File: config.mk
export PLATFORM = sky130hd
export DESIGN_NAME = i2c_tgt_evt
export DESIGN_NICKNAME = d
export VERILOG_FILES = /design/src/rtl/i2ct_pkg.sv /design/src/rtl/i2ct_sync.sv /design/src/rtl/i2ct_linedet.sv /design/src/rtl/i2c_tgt_evt.sv
export SDC_FILE = /design/constraint.sdc
export NUM_CORES = 1
export LEC_CHECK = 0
export BUFFER_PORTS_ARGS = -buffer_cell sky130_fd_sc_hd__clkbuf_2
export CORE_MARGIN = 2
export CORE_UTILIZATION = 45
export CTS_CLUSTER_SIZE = 40
export DETAILED_ROUTE_END_ITERATION = 8
export PLACE_DENSITY_LB_ADDON = 0.08
export SLEW_MARGIN = 20
export SYNTH_ARGS = -nofsm -noshare
export SYNTH_HDL_FRONTEND = slang
export SYNTH_SLANG_ARGS = --single-unit
export TNS_END_PERCENT = 10
File: constraint.sdc
create_clock -name clk -period 2.4 [get_ports clk]
set_clock_uncertainty 0.1 [all_clocks]
set_input_delay 0.48 -clock clk [delete_from_list [all_inputs] [get_ports clk]]
set_output_delay 0.48 -clock clk [all_outputs]
set_load 0.01 [all_outputs]
File: src/rtl/i2ct_pkg.sv
package i2ct_pkg;
   typedef enum logic [2:0] {
      EV_WR_REQ  = 3'd0,
      EV_RD_REQ  = 3'd1,
      EV_WR_GOT  = 3'd2,
      EV_RD_NEXT = 3'd3,
      EV_STOP    = 3'd4
   } ev_e;

   typedef enum logic [3:0] {
      S_IDLE, S_ADDR, S_AACK, S_AACK2, S_WDAT,
      S_WACK, S_WACK2, S_RDAT, S_RACK, S_RACK2
   } st_e;
endpackage

File: src/rtl/i2ct_sync.sv
module i2ct_sync #(
   parameter int   STAGES    = 2,
   parameter logic RESET_VAL = 1'b1
) (
   input  logic clk,
   input  logic rst_n,
   input  logic d,
   output logic q
);
   logic [STAGES-1:0] ff;

   generate
      for (genvar i = 0; i < STAGES; i++) begin : g_stage
         if (i == 0) begin : g_first
            always_ff @(posedge clk or negedge rst_n)
               if (!rst_n) ff[0] <= RESET_VAL;
               else        ff[0] <= d;
         end else begin : g_next
            always_ff @(posedge clk or negedge rst_n)
               if (!rst_n) ff[i] <= RESET_VAL;
               else        ff[i] <= ff[i-1];
         end
      end
   endgenerate

   assign q = ff[STAGES-1];
endmodule

File: src/rtl/i2ct_linedet.sv
module i2ct_linedet (
   input  logic clk,
   input  logic rst_n,
   input  logic scl_s,
   input  logic sda_s,
   output logic scl_rise,
   output logic scl_fall,
   output logic start_det,
   output logic stop_det
);
   logic scl_q, sda_q;

   always_ff @(posedge clk or negedge rst_n) begin
      if (!rst_n) begin
         scl_q <= 1'b1;
         sda_q <= 1'b1;
      end else begin
         scl_q <= scl_s;
         sda_q <= sda_s;
      end
   end

   assign scl_rise  =  scl_s & ~scl_q;
   assign scl_fall  = ~scl_s &  scl_q;
   // SDA edges with SCL high on both samples mark bus conditions
   assign start_det =  scl_s & scl_q &  sda_q & ~sda_s;
   assign stop_det  =  scl_s & scl_q & ~sda_q &  sda_s;
endmodule

File: src/rtl/i2c_tgt_evt.sv
module i2c_tgt_evt
   import i2ct_pkg::*;
#(
   parameter int ADDR_W      = 7,
   parameter int DATA_W      = 8,
   parameter int SYNC_STAGES = 2
) (
   input  logic              clk,
   input  logic              rst_n,
   input  logic [ADDR_W-1:0] own_addr,
   input  logic              scl_in,
   input  logic              sda_in,
   output logic              scl_pull,
   output logic              sda_pull,
   output logic              ev_valid,
   input  logic              ev_ready,
   output logic [2:0]        ev_code,
   output logic [DATA_W-1:0] ev_data,
   input  logic [DATA_W-1:0] bk_data,
   input  logic              bk_nack
);
   localparam int CNT_W = $clog2(DATA_W);
   localparam logic [CNT_W-1:0] LAST_BIT = CNT_W'(DATA_W - 1);

   generate
      if (DATA_W != ADDR_W + 1) begin : g_bad_width
         $error("DATA_W must equal ADDR_W + 1");
      end
      if (SYNC_STAGES < 2) begin : g_bad_sync
         $error("SYNC_STAGES must be at least 2");
      end
   endgenerate

   logic scl_s, sda_s;
   logic scl_rise, scl_fall, start_det, stop_det;

   i2ct_sync #(.STAGES(SYNC_STAGES), .RESET_VAL(1'b1)) u_scl_sync (
      .clk(clk), .rst_n(rst_n), .d(scl_in), .q(scl_s));
   i2ct_sync #(.STAGES(SYNC_STAGES), .RESET_VAL(1'b1)) u_sda_sync (
      .clk(clk), .rst_n(rst_n), .d(sda_in), .q(sda_s));

   i2ct_linedet u_det (
      .clk(clk), .rst_n(rst_n), .scl_s(scl_s), .sda_s(sda_s),
      .scl_rise(scl_rise), .scl_fall(scl_fall),
      .start_det(start_det), .stop_det(stop_det));

   st_e               st;
   logic [CNT_W-1:0]  cnt;
   logic [DATA_W-1:0] shreg, pf, shin;
   logic              rw, sel, fall_pend, nack_q, fall_state;

   assign shin     = {shreg[DATA_W-2:0], sda_s};
   assign scl_pull = fall_pend;

   always_comb
      fall_state = st inside {S_AACK, S_AACK2, S_WACK, S_WACK2, S_RDAT, S_RACK2};

   always_ff @(posedge clk or negedge rst_n) begin
      if (!rst_n) begin
         st        <= S_IDLE;
         cnt       <= '0;
         shreg     <= '0;
         pf        <= '0;
         rw        <= 1'b0;
         sel       <= 1'b0;
         fall_pend <= 1'b0;
         nack_q    <= 1'b0;
         sda_pull  <= 1'b0;
         ev_valid  <= 1'b0;
         ev_code   <= EV_WR_REQ;
         ev_data   <= '0;
      end else begin
         // backend acceptance captures its answer
         if (ev_valid && ev_ready) begin
            ev_valid <= 1'b0;
            if (ev_code == EV_RD_REQ || ev_code == EV_RD_NEXT) pf <= bk_data;
            if (ev_code == EV_WR_GOT) nack_q <= bk_nack;
         end

         if (stop_det) begin
            st        <= S_IDLE;
            fall_pend <= 1'b0;
            sda_pull  <= 1'b0;
            sel       <= 1'b0;
            if (sel) begin
               ev_valid <= 1'b1;
               ev_code  <= EV_STOP;
               ev_data  <= '0;
            end
         end else if (start_det) begin
            st        <= S_ADDR;
            cnt       <= '0;
            fall_pend <= 1'b0;
            sda_pull  <= 1'b0;
         end else begin
            if (scl_fall && fall_state) fall_pend <= 1'b1;

            // deferred falling-edge work, once nothing is pending
            if (fall_pend && !ev_valid) begin
               fall_pend <= 1'b0;
               case (st)
                  S_AACK: begin
                     sda_pull <= 1'b1;
                     st       <= S_AACK2;
                  end
                  S_AACK2, S_RACK2: begin
                     if (st == S_RACK2 || rw) begin
                        shreg    <= pf;
                        sda_pull <= ~pf[DATA_W-1];
                        cnt      <= '0;
                        ev_valid <= 1'b1;
                        ev_code  <= EV_RD_NEXT;
                        ev_data  <= '0;
                        st       <= S_RDAT;
                     end else begin
                        sda_pull <= 1'b0;
                        cnt      <= '0;
                        st       <= S_WDAT;
                     end
                  end
                  S_WACK: begin
                     sda_pull <= ~nack_q;
                     st       <= S_WACK2;
                  end
                  S_WACK2: begin
                     sda_pull <= 1'b0;
                     cnt      <= '0;
                     st       <= S_WDAT;
                  end
                  S_RDAT: begin
                     if (cnt == LAST_BIT) begin
                        sda_pull <= 1'b0;
                        st       <= S_RACK;
                     end else begin
                        shreg    <= {shreg[DATA_W-2:0], 1'b0};
                        sda_pull <= ~shreg[DATA_W-2];
                        cnt      <= cnt + 1'b1;
                     end
                  end
                  default: ;
               endcase
            end

            if (scl_rise) begin
               case (st)
                  S_ADDR: begin
                     shreg <= shin;
                     cnt   <= cnt + 1'b1;
                     if (cnt == LAST_BIT) begin
                        if (shin[DATA_W-1:1] == own_addr) begin
                           sel      <= 1'b1;
                           rw       <= shin[0];
                           ev_valid <= 1'b1;
                           ev_code  <= shin[0] ? EV_RD_REQ : EV_WR_REQ;
                           ev_data  <= '0;
                           st       <= S_AACK;
                        end else begin
                           st <= S_IDLE;
                        end
                     end
                  end
                  S_WDAT: begin
                     shreg <= shin;
                     cnt   <= cnt + 1'b1;
                     if (cnt == LAST_BIT) begin
                        ev_valid <= 1'b1;
                        ev_code  <= EV_WR_GOT;
                        ev_data  <= shin;
                        st       <= S_WACK;
                     end
                  end
                  S_RACK: st <= sda_s ? S_IDLE : S_RACK2;
                  default: ;
               endcase
            end
         end
      end
   end
endmodule

# == Word level (Yosys, flattened, before mapping) ==
# Cells that the tools add are included.
# totals
register_bits,46
input_bits,21
output_inout_bits,14
elab_cells,150
# op_classes
add_sub_neg,1
n_eq_ne,16
n_mux,75
bitwise,16
reduce_logical,24
# ops
op,count
$mux W8,15
$mux W3,15
$mux W4,8
$pmux W8 S2,2
$mux W1,27
$pmux W4 S5,1
$eq A4 B3 Y1 const B,4
$pmux W3 S2,2
$pmux W4 S3,1
$reduce_and A2 Y1,5
$not A1 Y1,9
$eq A4 B2 Y1 const B,2
$eq A4 B4 Y1 const B,2
$reduce_bool A2 Y1,4
$and A1 B1 Y1,7
$eq A7 B7 Y1,1
$reduce_bool A7 Y1,1
$eq A3 B2 Y1 const B,2
$reduce_and A6 Y1,1
$reduce_bool A6 Y1,1
$pmux W1 S5,1
$reduce_and A5 Y1,1
$eq A4 B1 Y1 const B,1
$mux W2,2
other kinds (12),17

# == Depth between registers and ports, before layout ==
# logic_depth
depth_word,11
mapped_depth,9

# == By module ==
# Synthesis repeated with hierarchy kept, for this count alone.
# hier_totals
cells_unflattened,279
area_unflattened_um2,2641.3
# modules_own_cells
module,instances,cells_each,area_per_inst_um2,seq_area_each_um2
i2c_tgt_evt,1,269,2451.1,975.9
i2ct_sync,2,2,52.6,52.6
i2ct_linedet,1,6,85.1,52.6

# == Worst setup path before layout ==
# Ideal clock, no wire load.
# synth_path
kind,register to register
from,register cnt[0]
to,register cnt[0]
arrival_time_ps,1711
required_ps,2175
slack_ps,465
path_stages_with_launch,9
path_buffers,1
synth_period_minus_slack_ps,1935
cell_sequence,dfrtp_1 ha_1 ha_1 clkbuf_1 inv_1 nor2_1 a211o_1 a21o_1 mux2_2
# synth_between
elab_chain_cells,7
# synth_lines
item,line_no,text
from (decl),i2c_tgt_evt.sv:48,logic [CNT_W-1:0] cnt;
from (signal assigned),i2c_tgt_evt.sv:137,cnt <= cnt + 1'b1;
from (signal assigned),i2c_tgt_evt.sv:148,cnt <= cnt + 1'b1;
from (signal assigned),i2c_tgt_evt.sv:164,cnt <= cnt + 1'b1;
$add A3 B1 Y3 or $eq A3 B3 Y1 (tied branches),--,
$mux W3,i2c_tgt_evt.sv:131,if (cnt == LAST_BIT) begin
$pmux W3 S2,i2c_tgt_evt.sv:101,case (st)
$mux W3,i2c_tgt_evt.sv:99,if (fall_pend && !ev_valid) begin
$mux W3,--,
$mux W3 (*),i2c_tgt_evt.sv:144,if (scl_rise) begin
$mux W3 (*),i2c_tgt_evt.sv:90,end else if (start_det) begin
# Mark *: on every way between the ends. The rest lies on a longest branch, timed or not.
# A chain may end at the register's enable or synchronous reset.

# == Final worst setup path ==
# layout_path
from,register st[3]
to,register cnt[0]
# layout_between
elab_chain_cells,7
# layout_lines
item,line_no,text
from (decl),i2c_tgt_evt.sv:47,st_e st;
from (signal assigned),i2c_tgt_evt.sv:172,S_RACK: st <= sda_s ? S_IDLE : S_RACK2;
"$eq A4 B2 Y1, or another cell as far along",i2c_tgt_evt.sv:101,
$reduce_or A3 Y1 (no source line),--,
$pmux W3 S2,i2c_tgt_evt.sv:101,
$mux W3,i2c_tgt_evt.sv:99,
$mux W3,--,
$mux W3 (*),i2c_tgt_evt.sv:144,
$mux W3 (*),i2c_tgt_evt.sv:90,
# Marks and branches as above.

==> run_results.csv <==
group,metric,value,unit
outcome,status,"finished clean",
clock_tree,clkSinkCount,45,
place,preCtsSetupSlack,225,ps
finish,post_route_core_utilization,53.2,%
sta,layout_setup_ws,157,ps
routing,drt-wirelength-per-cell,17.8,um
clock_tree,clock_slew_seen_by_the_registers_of_the_worst_setup_and_hold_paths,90,ps
sta,fmax,0.446,GHz
critical_path,cp_slowest_stage_delay,780,ps
critical_path,critPathSlowestCell,"sky130_fd_sc_hd__dfrtp_1",
critical_path,r2r_end,"cnt[0]",
place,count_of_input_and_output_buffers,34,
yosys,async_flop_share,100,%
critical_path,endpoint_kind,"flip-flop",
yosys,cell_types_with_the_largest_area_share_after_synthesis,"sky130_fd_sc_hd__dfrtp_1, sky130_fd_sc_hd__dfstp_2, sky130_fd_sc_hd__mux2_2, sky130_fd_sc_hd__a21oi_1, sky130_fd_sc_hd__o21ai_0",
place,place_area,3040,sq um
yosys,syn_area,2750,sq um
routing,wire_length_after_detailed_routing,7200,um
critical_path,crit_path_start,"st[3]",
routing,drcViolationCount,0,
power_and_ir_drop,peakVddDrop,0.477,mV
floorplanning,die_area,6740,sq um
sta,finalSetupViolations,0,
sta,fin_setup_tns,0,ps
critical_path,cp_num_buf_inv,0,
floorplanning,rows,28,
sta,rsz0062_at_grt,"false",
sta,period_needed,2240,ps
critical_path,worst_r2r_path_depth,5,
routing,dr_total_vias,2410,
yosys,synth.net_count,316,
sta,max-slew-margin-rel,54.4,%
finish,finish.cell_count_without_fillers,404,
critical_path,setup_crit_path_kind,"flip-flop to flip-flop",
critical_path,worstPathMaxFanout,22,
floorplanning,coreArea,5920,sq um
grt,overflow,0,
routing,antenna_left,0,
worst_hold_path,timing.hold.worst.class,"input pin to async pin",
floorplanning,initial_cell_density_of_the_core,46.4,%
clock_tree,cts_repair_resize_count,0,
floorplanning,floorplan.die.height,82.1,um
routing,detailedRoute.firstPassIterationCount,5,
finish,num-nets-final,352,
grt,global_route_wire_length_before_repair,11800,um
clock_tree,clock-root-buffer,"sky130_fd_sc_hd__clkbuf_8",
place,dp_hpwl,5330,um
critical_path,sequence_of_cells_on_the_critical_path,"nor3b_2, nand2_1, a211o_1, a21o_1, mux2_2",
clock_tree,cts_buffer_depth,2,
power_and_ir_drop,total_power_of_the_final_layout,2.55,mW
floorplanning,io_pins,35,
sta,final_max_slew_viol_count,0,
clock_tree,tritoncts_clock_tree,"done",
power_and_ir_drop,cell_leakage_power,1.34,nW
grt,grt_antenna_before_repair,0,
finish,areaGrowthSynthToFinish,14.8,%
critical_path,ff2ff_setup_slack,160,ps
grt,groute.usage.overall,23.1,%
job,maxCapViolations,0,
place,place_congestion,0.885,
yosys,yosys_warnings,0,
yosys,leading_area_contributor_after_synthesis,"sky130_fd_sc_hd__dfrtp_1",
yosys,synth_top_flop_cell,"sky130_fd_sc_hd__dfrtp_1",
finish,num_antenna_cells,0,
clock_tree,htreeDepth,2,
power_and_ir_drop,power.density_cell_area,810,nW/um^2
critical_path,r2r_start,"st[3]",
finish,nFillCells,558,
clock_tree,cts_buffers,5,
routing,detailedRoute.firstIterationViolations,210,
yosys,portion_of_synthesized_cell_area_occupied_by_the_leading_cell_type,35.6,%
place,dp_cells,396,
finish,layout.cell_area.non_filler,3150,sq um
yosys,synth_edf_count,0,
grt,grt_start_max_net_pins,28,
routing,routed_via_density,5.97,
clock_tree,postCtsHoldBufs,0,
critical_path,timing.critical_path.from_type,"flip-flop",
yosys,synth-seq-cells,45,
critical_path,required_time_of_the_critical_path,2490,ps
yosys,synth_area_per_cell,9.40,sq um
sta,worst-slew-pin-transition,684,ps
yosys,post_synth_inst_count,292,
yosys,synth_cell_type_count,60,
grt,first_global_vias,2307,
sta,report.final.hold_viol_count,0,
finish,final_layout_size_suffix_gt1_share,25.5,%
sta,final.hold.worst_slack,105,ps
floorplanning,die_w,82.1,um
clock_tree,insertion_delay,300,ps
yosys,synth_sequential_area_ratio,41.3,%
critical_path,cpLargestDelayFamily,"flip-flops",
clock_tree,cts.repair_timing.setup_buffer_count,0,
sta,timing.final.crit_share,93.5,%
critical_path,worstPathArrival,2330,ps
worst register-to-register path, stage by stage (launching register included):
cell                      delay (ps)
sky130_fd_sc_hd__dfrtp_1         780
sky130_fd_sc_hd__nor3b_2         380
sky130_fd_sc_hd__nand2_1         140
sky130_fd_sc_hd__a211o_1         270
sky130_fd_sc_hd__a21o_1          190
sky130_fd_sc_hd__mux2_2          270
layer usage:
layer  GRT usage, %  vias up  part of all wire, %
li1               -     1158                    -
met1           33.5     1159                   47
met2           35.7       84                   45
met3           4.24        9                  6.0
met4           6.00        0                  1.7
met5              0        -                    0
registers in the layout (all words and copies together), names as in the netlist, 3 cells and up:
name     flops
ev_data      8
st           4
pf           8
cnt          3
shreg        7
ev_code      3
cell usage in the layout, fill, tap and decap left out, types with 5 or more instances in the layout:
cell                        n
sky130_fd_sc_hd__a22o_1     5
sky130_fd_sc_hd__clkbuf_8   5
sky130_fd_sc_hd__nand2_1   19
sky130_fd_sc_hd__a22oi_1    8
sky130_fd_sc_hd__a211oi_1   7
sky130_fd_sc_hd__nor2b_1   14
sky130_fd_sc_hd__a21oi_1   21
sky130_fd_sc_hd__dfstp_2    6
sky130_fd_sc_hd__buf_4     18
sky130_fd_sc_hd__nor2_1    15
sky130_fd_sc_hd__nor3_1     6
sky130_fd_sc_hd__nand2b_1   7
sky130_fd_sc_hd__clkbuf_2  34
sky130_fd_sc_hd__xnor2_1    8
sky130_fd_sc_hd__o21ai_1    7
sky130_fd_sc_hd__o21ai_0   19
sky130_fd_sc_hd__dfrtp_1   39
sky130_fd_sc_hd__mux2_2    10
sky130_fd_sc_hd__a221o_1    5
sky130_fd_sc_hd__inv_1      7
cells in the mapped netlist (4+ instances only):
cell and count:
sky130_fd_sc_hd__a31oi_1 4, sky130_fd_sc_hd__a221o_1 5, sky130_fd_sc_hd__nor2b_1 14, sky130_fd_sc_hd__a22o_1 5, sky130_fd_sc_hd__a22oi_1 8, sky130_fd_sc_hd__o21ai_0 19, sky130_fd_sc_hd__nand3_1 4, sky130_fd_sc_hd__a21oi_1 21
sky130_fd_sc_hd__clkbuf_1 11, sky130_fd_sc_hd__o21ai_1 7, sky130_fd_sc_hd__nand2b_1 7, sky130_fd_sc_hd__nand2_1 19, sky130_fd_sc_hd__a211oi_1 7, sky130_fd_sc_hd__buf_2 9, sky130_fd_sc_hd__dfrtp_1 39, sky130_fd_sc_hd__nor3_1 6
sky130_fd_sc_hd__dfstp_2 6, sky130_fd_sc_hd__inv_1 7, sky130_fd_sc_hd__mux2_2 10, sky130_fd_sc_hd__nor2_1 15, sky130_fd_sc_hd__nor3b_1 4, sky130_fd_sc_hd__xnor2_1 8
where the power goes:
part	switching (mW)	internal (mW)
logic	0.484	0.408
registers	0.207	0.886
clock network	0.259	0.309
total	0.950	1.60
worst max-delay path by stage:
stage | end | slack (ps) | cells past startpoint
after global routing | cnt[0] | 60 | 5
after floorplan | cnt[0] | 460 | 8
after CTS | cnt[0] | 190 | 5
after global placement | cnt[0] | 170 | 5
after detailed placement | cnt[0] | 230 | 5
final | cnt[0] | 160 | 5
final cells by class:
class	instances	area, sq um	share of cell area (%)
timing repair buffer	53	325	10.3
multi-input combinational	216	1470	46.5
tap	75	93.8	2.98
clock inverter	2	35.0	1.11
inverter	7	26.3	0.834
clock buffer	6	72.6	2.30
sequential	45	1130	36.0
kinds of logic after synthesis:
kind of cell | share of synthesized area [%]
AO/OA/AOI/OAI | 25.7
flip-flops | 41.3
adder cells (fa/ha/maj) | 1.37
AND/OR/NAND/NOR | 17.9
buffers and inverters | 5.33
XOR/XNOR | 3.19
multiplexers | 5.24
(Power assumes the default switching activity.)
